--- src/rtl/ovs_rx_pkg.sv ---
package ovs_rx_pkg;
  typedef enum logic [1:0] {
    ST_IDLE,
    ST_START,
    ST_DATA,
    ST_STOP
  } rx_state_e;
endpackage

--- src/rtl/ovs_win_vote.sv ---
// Majority of the three centre samples of a bit starting at offs_i in the window.
module ovs_win_vote #(
  parameter int OSR = 5
) (
  input  logic [2*OSR-1:0]         win_i,
  input  logic [$clog2(OSR)-1:0]   offs_i,
  output logic                     bit_o
);
  localparam int W     = 2 * OSR;
  localparam int IDX_W = $clog2(W);
  localparam int MID   = OSR / 2;

  logic [2:0] tap;

  for (genvar i = 0; i < 3; i++) begin : g_tap
    assign tap[i] = win_i[IDX_W'(offs_i) + IDX_W'(MID - 1 + i)];
  end

  assign bit_o = (tap[0] & tap[1]) | (tap[0] & tap[2]) | (tap[1] & tap[2]);
endmodule

--- src/rtl/ovs_edge_find.sv ---
// Lowest window position at or above min_i with a 1->0 transition.
module ovs_edge_find #(
  parameter int OSR = 5
) (
  input  logic [2*OSR-1:0]          win_i,
  input  logic [$clog2(2*OSR)-1:0]  min_i,
  output logic                      found_o,
  output logic [$clog2(2*OSR)-1:0]  pos_o
);
  localparam int W     = 2 * OSR;
  localparam int IDX_W = $clog2(W);

  logic [W-1:1] edge_v;

  for (genvar p = 1; p < W; p++) begin : g_edge
    assign edge_v[p] = !win_i[p] && win_i[p-1] && (IDX_W'(p) >= min_i);
  end

  always_comb begin
    found_o = 1'b0;
    pos_o   = '0;
    for (int p = W - 1; p >= 1; p--) begin
      if (edge_v[p]) begin
        found_o = 1'b1;
        pos_o   = IDX_W'(p);
      end
    end
  end
endmodule

--- src/rtl/ovs_rx_fsm.sv ---
module ovs_rx_fsm
  import ovs_rx_pkg::*;
#(
  parameter int DATA_W = 8,
  parameter int OSR    = 5
) (
  input  logic              clk_i,
  input  logic              rst_ni,
  input  logic              grp_valid_i,
  input  logic [OSR-1:0]    grp_i,
  output logic              done_o,
  output logic [DATA_W-1:0] data_o,
  output logic              ferr_o
);
  localparam int W     = 2 * OSR;
  localparam int OFF_W = $clog2(OSR);
  localparam int IDX_W = $clog2(W);
  localparam int CNT_W = $clog2(DATA_W);

  rx_state_e         state_q, state_d;
  logic [OFF_W-1:0]  offs_q, offs_d;
  logic [CNT_W-1:0]  cnt_q, cnt_d;
  logic [DATA_W-1:0] shift_q, shift_d;
  logic [OSR-1:0]    prev_q;

  logic [W-1:0]      win;
  logic              bit_v, slip_start_v;
  logic              edge_found;
  logic [IDX_W-1:0]  edge_pos, min_idx;

  assign win = {grp_i, prev_q};

  ovs_win_vote #(.OSR(OSR)) u_vote (
    .win_i (win),
    .offs_i(offs_q),
    .bit_o (bit_v)
  );

  // Start bit already begun in the previous group (only reachable from offset 0).
  ovs_win_vote #(.OSR(OSR)) u_vote_slip (
    .win_i (win),
    .offs_i(edge_pos[OFF_W-1:0]),
    .bit_o (slip_start_v)
  );

  assign min_idx = (state_q == ST_STOP) ? IDX_W'(offs_q) + IDX_W'(OSR - 1) : IDX_W'(OSR);

  ovs_edge_find #(.OSR(OSR)) u_edge (
    .win_i  (win),
    .min_i  (min_idx),
    .found_o(edge_found),
    .pos_o  (edge_pos)
  );

  always_comb begin
    state_d = state_q;
    offs_d  = offs_q;
    cnt_d   = cnt_q;
    shift_d = shift_q;
    if (grp_valid_i) begin
      unique case (state_q)
        ST_IDLE: begin
          if (edge_found) begin
            offs_d  = OFF_W'(edge_pos - IDX_W'(OSR));
            state_d = ST_START;
          end
        end
        ST_START: begin
          cnt_d   = '0;
          state_d = bit_v ? ST_IDLE : ST_DATA;
        end
        ST_DATA: begin
          shift_d = {bit_v, shift_q[DATA_W-1:1]};
          cnt_d   = cnt_q + CNT_W'(1);
          if (cnt_q == CNT_W'(DATA_W - 1)) state_d = ST_STOP;
        end
        ST_STOP: begin
          state_d = ST_IDLE;
          if (bit_v && edge_found) begin
            if (edge_pos >= IDX_W'(OSR)) begin
              offs_d  = OFF_W'(edge_pos - IDX_W'(OSR));
              state_d = ST_START;
            end else begin
              offs_d  = edge_pos[OFF_W-1:0];
              cnt_d   = '0;
              state_d = slip_start_v ? ST_IDLE : ST_DATA;
            end
          end
        end
        default: state_d = ST_IDLE;
      endcase
    end
  end

  always_ff @(posedge clk_i or negedge rst_ni) begin
    if (!rst_ni) begin
      state_q <= ST_IDLE;
      offs_q  <= '0;
      cnt_q   <= '0;
      shift_q <= '0;
      prev_q  <= '1;
    end else begin
      state_q <= state_d;
      offs_q  <= offs_d;
      cnt_q   <= cnt_d;
      shift_q <= shift_d;
      if (grp_valid_i) prev_q <= grp_i;
    end
  end

  assign done_o = grp_valid_i && (state_q == ST_STOP);
  assign data_o = shift_q;
  assign ferr_o = !bit_v;

  AST_GRP_GATED: assert property (@(posedge clk_i) disable iff (!rst_ni)
    !grp_valid_i |=> $stable(state_q) && $stable(shift_q) && $stable(offs_q));
  AST_IDLE_NEEDS_EDGE: assert property (@(posedge clk_i) disable iff (!rst_ni)
    (state_q == ST_IDLE) && grp_valid_i && (grp_i == '1) |=> state_q == ST_IDLE);
endmodule

--- src/rtl/ovs_rx_hold.sv ---
module ovs_rx_hold #(
  parameter int DATA_W = 8
) (
  input  logic              clk_i,
  input  logic              rst_ni,
  input  logic              done_i,
  input  logic [DATA_W-1:0] data_i,
  input  logic              ferr_i,
  input  logic              read_i,
  output logic              valid_o,
  output logic [DATA_W-1:0] data_o,
  output logic              ferr_o,
  output logic              ovr_o
);
  logic full_q;

  always_ff @(posedge clk_i or negedge rst_ni) begin
    if (!rst_ni) begin
      valid_o <= 1'b0;
      data_o  <= '0;
      ferr_o  <= 1'b0;
      ovr_o   <= 1'b0;
      full_q  <= 1'b0;
    end else begin
      valid_o <= done_i;
      full_q  <= done_i | (full_q & ~read_i);
      if (done_i) begin
        data_o <= data_i;
        ferr_o <= ferr_i;
        ovr_o  <= full_q & ~read_i;
      end else if (read_i) begin
        ovr_o  <= 1'b0;
      end
    end
  end

  AST_VALID_PULSE: assert property (@(posedge clk_i) disable iff (!rst_ni)
    valid_o |=> !valid_o);
  AST_HOLD_STABLE: assert property (@(posedge clk_i) disable iff (!rst_ni)
    !done_i |=> $stable(data_o) && $stable(ferr_o));
  AST_OVR_SET: assert property (@(posedge clk_i) disable iff (!rst_ni)
    done_i && full_q && !read_i |=> ovr_o);
  AST_READ_CLR: assert property (@(posedge clk_i) disable iff (!rst_ni)
    read_i && !done_i |=> !ovr_o);
endmodule

--- src/rtl/ovs_uart_rx.sv ---
module ovs_uart_rx #(
  parameter int DATA_W = 8,
  parameter int OSR    = 5
) (
  input  logic              clk_i,
  input  logic              rst_ni,
  input  logic              grp_valid_i,
  input  logic [OSR-1:0]    grp_i,
  input  logic              rx_read_i,
  output logic              rx_valid_o,
  output logic [DATA_W-1:0] rx_data_o,
  output logic              rx_frame_err_o,
  output logic              rx_overrun_o
);
  logic              done;
  logic [DATA_W-1:0] data;
  logic              ferr;

  ovs_rx_fsm #(.DATA_W(DATA_W), .OSR(OSR)) u_fsm (
    .clk_i      (clk_i),
    .rst_ni     (rst_ni),
    .grp_valid_i(grp_valid_i),
    .grp_i      (grp_i),
    .done_o     (done),
    .data_o     (data),
    .ferr_o     (ferr)
  );

  ovs_rx_hold #(.DATA_W(DATA_W)) u_hold (
    .clk_i  (clk_i),
    .rst_ni (rst_ni),
    .done_i (done),
    .data_i (data),
    .ferr_i (ferr),
    .read_i (rx_read_i),
    .valid_o(rx_valid_o),
    .data_o (rx_data_o),
    .ferr_o (rx_frame_err_o),
    .ovr_o  (rx_overrun_o)
  );
endmodule

--- config.mk ---
export PLATFORM = sky130hd
export DESIGN_NAME = ovs_uart_rx
export DESIGN_NICKNAME = d
export VERILOG_FILES = /design/src/rtl/ovs_rx_pkg.sv /design/src/rtl/ovs_win_vote.sv /design/src/rtl/ovs_edge_find.sv /design/src/rtl/ovs_rx_fsm.sv /design/src/rtl/ovs_rx_hold.sv /design/src/rtl/ovs_uart_rx.sv
export SDC_FILE = /design/constraint.sdc
export NUM_CORES = 1
export LEC_CHECK = 0
export BUFFER_PORTS_ARGS = -buffer_cell sky130_fd_sc_hd__buf_2
export CAP_MARGIN = 5
export CORE_UTILIZATION = 60
export DETAILED_ROUTE_END_ITERATION = 10
export GPL_TIMING_DRIVEN = 1
export HOLD_SLACK_MARGIN = 0.15
export PLACE_DENSITY_LB_ADDON = 0.25
export SKIP_LAST_GASP = 1
export SLEW_MARGIN = 30
export SYNTH_ARGS = -nofsm -noshare
export SYNTH_HDL_FRONTEND = slang
export SYNTH_SLANG_ARGS = --single-unit
export TNS_END_PERCENT = 100
--- constraint.sdc ---
create_clock -name clk_i -period 4.6 [get_ports clk_i]
set_input_delay 0.23 -clock clk_i [delete_from_list [all_inputs] [get_ports clk_i]]
set_output_delay 0.23 -clock clk_i [all_outputs]
set_load 0.05 [all_outputs]
[Word-level counts from Yosys, hierarchy flattened]
Cells that the tools add are included.
Cells by class
  add/subtract/negate cells: 9
  bitwise operators: 13
  equality and inequality tests: 8
  magnitude comparators: 16
  multiplexer cells: 47
  reduce and logical (&&, ||, !) cells: 38
Operators by type and width (count)
  2-to-1 mux 4 bit: 10
  < comparator 4 x 5 -> 1 bit (second input constant): 6
  binary-select mux 1 bit (select 4 bit): 6
  logical AND 1 bit: 20
  2-to-1 mux 1 bit: 17
  adder 3 x 2 -> 4 bit (second input constant): 4
  greater-or-equal comparator 3 x 4 -> 1 bit (first input constant): 4
  2-to-1 mux 3 bit: 5
  2-to-1 mux 2 bit: 6
  logical NOT 1 bit: 10
  one-hot mux 3 bit (3 select lines): 1
  adder 3 x 1 -> 4 bit (second input constant): 2
  greater-or-equal comparator 2 x 4 -> 1 bit (first input constant): 2
  greater-or-equal comparator 4 bit (first input constant): 2
  one-hot mux 2 bit (4 select lines): 1
  AND reduction 4 bit: 2
  bitwise AND 1 bit: 7
  one-hot mux 3 bit (2 select lines): 1
  OR 1 bit: 5
  adder 3 x 3 -> 4 bit (second input constant): 1
  == test 2 bit (second input constant): 2
  greater-or-equal comparator 1 x 4 -> 1 bit (first input constant): 1
  greater-or-equal comparator 4 x 3 -> 1 bit (second input constant): 1
  inequality test 2 x 1 -> 1 bit (second input constant): 2
  11 further kinds: 13
Word-level totals
  input bits: 9
  word-level logic and storage cells: 141
  output and inout port bits: 11
  flip-flop bits (word level): 33

[Logic depth before layout (Yosys ltp)]
  depth after elaboration: 23
  mapped depth: 16
  mapped depth without buffers: 13

[Cells and area by module]
Synthesis repeated with hierarchy kept, for this count alone.
Unflattened totals
  cell total of the unflattened synthesis: 236
  area, all modules: 2507.4 µm²
Modules (own cells, without submodules)
  ovs_rx_fsm: cells each 91, times used 1, area each 1061.0 µm²
  ovs_win_vote: cells each 42, times used 2, area each 375.4 µm²
  ovs_rx_hold: cells each 26, times used 1, area each 469.2 µm²
  ovs_edge_find: cells each 35, times used 1, area each 226.5 µm²

[Worst setup path after synthesis]
OpenSTA, ideal clock, no wires.
  kind: register to register
  from: register u_fsm.offs_q[2]
  to: register u_fsm.state_q[1]
  clock period less this slack: 3.322 ns
  buffers on the path: 3
  data required time: 4.506 ns
  stages on the path, launching flop included: 16
  arrival: 3.228 ns
  setup time: 0.094 ns
  slack: 1.278 ns
  cell sequence: dfrtp_1 > buf_6 > and3_1 > nor3_2 > and3_1 > clkbuf_1 > inv_1 > ha_1 > buf_1 > inv_1 > or3_1 > mux2i_1 > nor4_1 > a211oi_2 > o32ai_1 > a211oi_1
Between the ends
  cells in the longest elaborated chain, start to end: 23
Ends and longest elaborated chain
  start: declaration: RTL line ovs_rx_fsm.sv:21  | logic [OFF_W-1:0] offs_q, offs_d;
  start signal: assignment: RTL line ovs_rx_fsm.sv:104  | offs_q <= offs_d;
  adder 3 x 3 -> 4 bit: RTL line ovs_rx_fsm.sv:46  | assign min_idx = (state_q == ST_STOP) ? IDX_W'(offs_q) + IDX_W'(OSR - 1) : IDX_W'(OSR);
  2-to-1 mux 4 bit: RTL line ovs_rx_fsm.sv:46
  greater-or-equal comparator 4 bit: RTL line ovs_edge_find.sv:16  | assign edge_v[p] = !win_i[p] && win_i[p-1] && (IDX_W'(p) >= min_i);
  logical AND 1 bit: RTL line ovs_edge_find.sv:16
  2-to-1 mux 4 bit (9 in series): RTL line ovs_edge_find.sv:23  | if (edge_v[p]) begin
  adder 3 x 1 -> 4 bit / adder 3 x 2 -> 4 bit (equally long branches): RTL line ovs_win_vote.sv:16  | assign tap[i] = win_i[IDX_W'(offs_i) + IDX_W'(MID - 1 + i)];
  binary-select mux 1 bit (select 4 bit): RTL line ovs_win_vote.sv:16
  2-to-1 mux 1 bit (not written as such): RTL line ovs_win_vote.sv:16
  bitwise AND 1 bit: RTL line ovs_win_vote.sv:19  | assign bit_o = (tap[0] & tap[1]) | (tap[0] & tap[2]) | (tap[1] & tap[2]);
  OR 1 bit (2 in series): RTL line ovs_win_vote.sv:19
  2-to-1 mux 2 bit: RTL line ovs_rx_fsm.sv:86  | state_d = slip_start_v ? ST_IDLE : ST_DATA;
  2-to-1 mux 2 bit: RTL line ovs_rx_fsm.sv:80  | if (edge_pos >= IDX_W'(OSR)) begin
  2-to-1 mux 2 bit: RTL line ovs_rx_fsm.sv:79  | if (bit_v && edge_found) begin
  one-hot mux 2 bit (4 select lines): RTL line ovs_rx_fsm.sv:61  | unique case (state_q)
  end signal: assignment: RTL line ovs_rx_fsm.sv:103  | state_q <= state_d;
  end: declaration: RTL line ovs_rx_fsm.sv:20  | rx_state_e state_q, state_d;
Several ways; a longest one is shown, not always the timed one. The select of a mux whose other input is x is not followed.
A chain may end at the register's enable or synchronous reset.

[Final worst setup path]
  from: register u_fsm.state_q[1]
  to: register u_fsm.state_q[1]
Between the ends
  cells in the longest elaborated chain, start to end: 23
Ends and longest elaborated chain (RTL line)
  == test 2 bit: ovs_rx_fsm.sv:46, ovs_rx_fsm.sv:61
  2-to-1 mux 4 bit: ovs_rx_fsm.sv:46
  greater-or-equal comparator 4 bit: ovs_edge_find.sv:16
  logical AND 1 bit: ovs_edge_find.sv:16
  2-to-1 mux 4 bit (9 in series): ovs_edge_find.sv:23
  adder 3 x 1 -> 4 bit / adder 3 x 2 -> 4 bit (equally long branches): ovs_win_vote.sv:16
  binary-select mux 1 bit (select 4 bit): ovs_win_vote.sv:16
  2-to-1 mux 1 bit (not written as such): ovs_win_vote.sv:16
  bitwise AND 1 bit: ovs_win_vote.sv:19
  OR 1 bit (2 in series): ovs_win_vote.sv:19
  2-to-1 mux 2 bit: ovs_rx_fsm.sv:86
  2-to-1 mux 2 bit: ovs_rx_fsm.sv:80
  2-to-1 mux 2 bit: ovs_rx_fsm.sv:79
  one-hot mux 2 bit (4 select lines): ovs_rx_fsm.sv:61
Several ways; a longest one is shown, not always the timed one. The select of a mux whose other input is x is not followed.

==> flow_metrics.tcl <==
set metrics [dict create \
    status "finished clean" \
    setup_tns_ns 0 \
    first_iter_violations 134 \
    path_class "register to register" \
    synth-async-reset-ratio_pct 100.0 \
    cts_tree "built" \
    crit_family "simple AND/OR/NAND/NOR gates" \
    critPathCaptureType "register" \
    drt-total-wl_um 5641 \
    cts.reportedPaths.clkPinSlew_ns 0.07 \
    ys_warn_count 0 \
    post-route-period-util_pct 79.59 \
    wire_per_inst_um 17.57 \
    regArea_sq_um 832.0 \
    post-place-ws_ns 1.014 \
    switching_power_uw 781.2 \
    drc_errors 0 \
    htreeDepth 2 \
    via_per_inst 6.480 \
    synth-edff-count 0 \
    cap_violations 0 \
    cts_buffer_depth 2 \
    antenna_found_initial 0 \
    vdd_ir_drop_max_uv 436.5 \
    vias 2080 \
    p_comb_share_pct 53.7 \
    route.met3.wl_um 397 \
    crit_slowest_cell "dfrtp_1" \
    io_pins 20 \
    arrival_ns 3.86 \
    fillers 317 \
    relSlewSlack_pct 54.90 \
    synth_area_sq_mm 0.002501 \
    first_pass_iters 5 \
    hold_slack_ns 0.2960 \
    cts_buffers 5 \
    dpl_cell_area_sq_mm 0.002594 \
    drive_above_1_share_pct 27.68 \
    first_global_vias 1922 \
    clock_sinks 33 \
    most-common-layout-cells "dfrtp_1, mux2_2, nand2_1" \
    syn_inst 255 \
    fin_worst_skew_ns 0.007425 \
    swShare_pct 44.40 \
    wl_met1_um 2507 \
    grt_first_pass_wirelength_um 9163 \
    die_height_um 66.57 \
    syn_to_final_growth_pct 9.305 \
    ys_ff_latch 33 \
    power.leakage_uw 0.001240 \
    crit_chain "and3_1, nor3_2, and3_1, inv_1, ha_1, inv_1, or3_1, mux2i_1, nor4_1, a211oi_2, o32ai_1, a211oi_1" \
    dr_wl_met2_um 2667 \
    overflow 0 \
    rows 23 \
    slew_violations 0 \
    seqPwrFrac_pct 30.3 \
    start_util_pct 62.53 \
    crit_buf_inv 2 \
    setup_ws_ns 0.9388 \
    max_freq_mhz 273.1 \
    finalSetupViolations 0 \
    routabilityCongestion 0.9363 \
    core-area_sq_mm 0.004000 \
    io_buffers 19 \
    worstMarginPinSlew_ns 0.6765 \
    synth_ff_type "dfrtp_1" \
    synth_area_per_cell_sq_um 9.808 \
    dieArea_sq_mm 0.004431 \
    fp.dieW_um 66.57 \
    multi_input_area_sq_mm 0.001551 \
    critPathMaxStageDelay_ns 0.57 \
    layout_commonest_cell "dfrtp_1" \
    layout.nets 290 \
    hold_class "input pin to register" \
    p_int_uw 978.2 \
    grt_max_degree 34 \
    startpoint_type "register" \
    hold_viol 0 \
    post-route-min-period_ns 3.661 \
    antennaDiodeCount 0 \
    syn-num-nets 275 \
    required_ns 4.80 \
    rsz0062_at_grt "false" \
    fin_util_pct 68.35 \
    clk_latency_ns 0.29 \
    root_buffer "clkbuf_8" \
    drtAntennaViolNets 0 \
    top_layer "met4" \
    seq_area_frac_synth_pct 33.27 \
    clkPwrFrac_pct 16.0 \
    ys_types 64 \
    dpl.hpwl_um 4048 \
    power.density_mw_per_mm2 643.6 \
    fin_area_sq_mm 0.002734 \
    grtUsageTotal_pct 27.88 \
    crit_fanout 18 \
]
path summary, 6_finish.rpt:
path / startpoint / endpoint / slack [ns] / cells past startpoint
hold / removal: grp_i[3] / u_fsm.prev_q[3] / 0.30 / 3
setup / recovery: u_fsm.state_q[1] / u_fsm.state_q[1] / 0.94 / 12
max in group asynchronous: rst_ni / u_fsm.offs_q[2] / 3.64 / 2
hold reg to reg: u_hold.ferr_o / u_hold.ferr_o / 0.49 / 2
min in group asynchronous: rst_ni / u_hold.full_q / 0.52 / 2
setup reg to reg: u_fsm.state_q[1] / u_fsm.state_q[1] / 0.94 / 12
worst register-to-register path, cell delays in order (launching register included):
cell,delay [ns]
dfrtp_1,0.57
and3_1,0.32
nor3_2,0.48
and3_1,0.39
inv_1,0.13
ha_1,0.43
inv_1,0.12
or3_1,0.35
mux2i_1,0.13
nor4_1,0.07
a211oi_2,0.24
o32ai_1,0.12
a211oi_1,0.23
sequential cells by signal (all words and copies together) (netlist names), 2 cells and up:
register and flops:
u_fsm.cnt_q 3, u_fsm.data_o 8, u_fsm.offs_q 3, u_fsm.prev_q 5, u_fsm.state_q 2, u_hold.data_o 8
cell type report:
| class | count | area share (%) |
|---|---|---|
| inverter | 12 | 1.648 |
| tap | 50 | 2.288 |
| clock buffer | 6 | 3.021 |
| timing repair buffer | 22 | 4.485 |
| clock inverter | 2 | 1.373 |
| sequential | 33 | 30.43 |
| multi-input combinational | 196 | 56.75 |
layer usage:
metal	up-vias	global-route usage (%)
met1	1026	38.52
met4	0	8.245
li1	977	-
met5	-	0
met3	8	5.137
met2	69	44.32
cell usage after synthesis, types with 3 or more instances:
library cell | number | area (sq um)
nor2_1 | 13 | 48.80
mux2_2 | 23 | 259.0
a21oi_1 | 13 | 65.06
nand3_1 | 3 | 15.01
ha_1 | 11 | 137.6
o21ai_0 | 15 | 75.07
nand4_1 | 3 | 18.77
a211oi_1 | 4 | 30.03
mux4_2 | 5 | 112.6
nand2b_1 | 3 | 18.77
dfstp_2 | 5 | 131.4
a21o_1 | 4 | 30.03
nor2b_1 | 3 | 18.77
and3_1 | 5 | 31.28
nor3_1 | 3 | 15.01
dfrtp_1 | 28 | 700.7
inv_1 | 11 | 41.29
clkbuf_1 | 7 | 26.28
and2_1 | 4 | 25.02
nand2_1 | 21 | 78.83
o2bb2ai_1 | 3 | 26.28
buf_2 | 3 | 15.01
mux2i_1 | 11 | 110.1
a31oi_1 | 6 | 37.54
or3_1 | 3 | 18.77
repair_timing:
item / CTS / global route
endpoints found under the setup margin: 0 / 0
buffers inserted: 0 / 0
hold endpoints to repair: 29 / 0
hold buffers: 2 / 0
resized for setup: 0 / 0
through the flow:
| step | power, uW | cells |
|---|---|---|
| final | 1759 | 321 |
| after global routing | 1870 | 321 |
| after CTS | 1756 | 321 |
| after detailed placement | 1468 | 311 |
| after global placement | 1444 | 311 |
| after floorplan | 1290 | 255 |
power by group through the flow:
stage	sequential [uW]	combinational (uW)	clock, uW
after floorplan	563	727	0
after global placement	526	918	0
after detailed placement	534	934	0
after CTS	531	940	285
after global routing	556	1020	295
final	534	944	281
cells by family after synthesis:
logic type,after synthesis,share of synthesized area (%)
XOR/XNOR,3,1.351
AO/OA/AOI/OAI,68,19.36
adder cells (fa/ha/maj),12,5.953
buffers and inverters,26,4.702
multiplexers,40,19.86
AND/OR/NAND/NOR,73,15.51
flip-flops,33,33.27
Note: power is estimated with default switching activity, not from simulation.
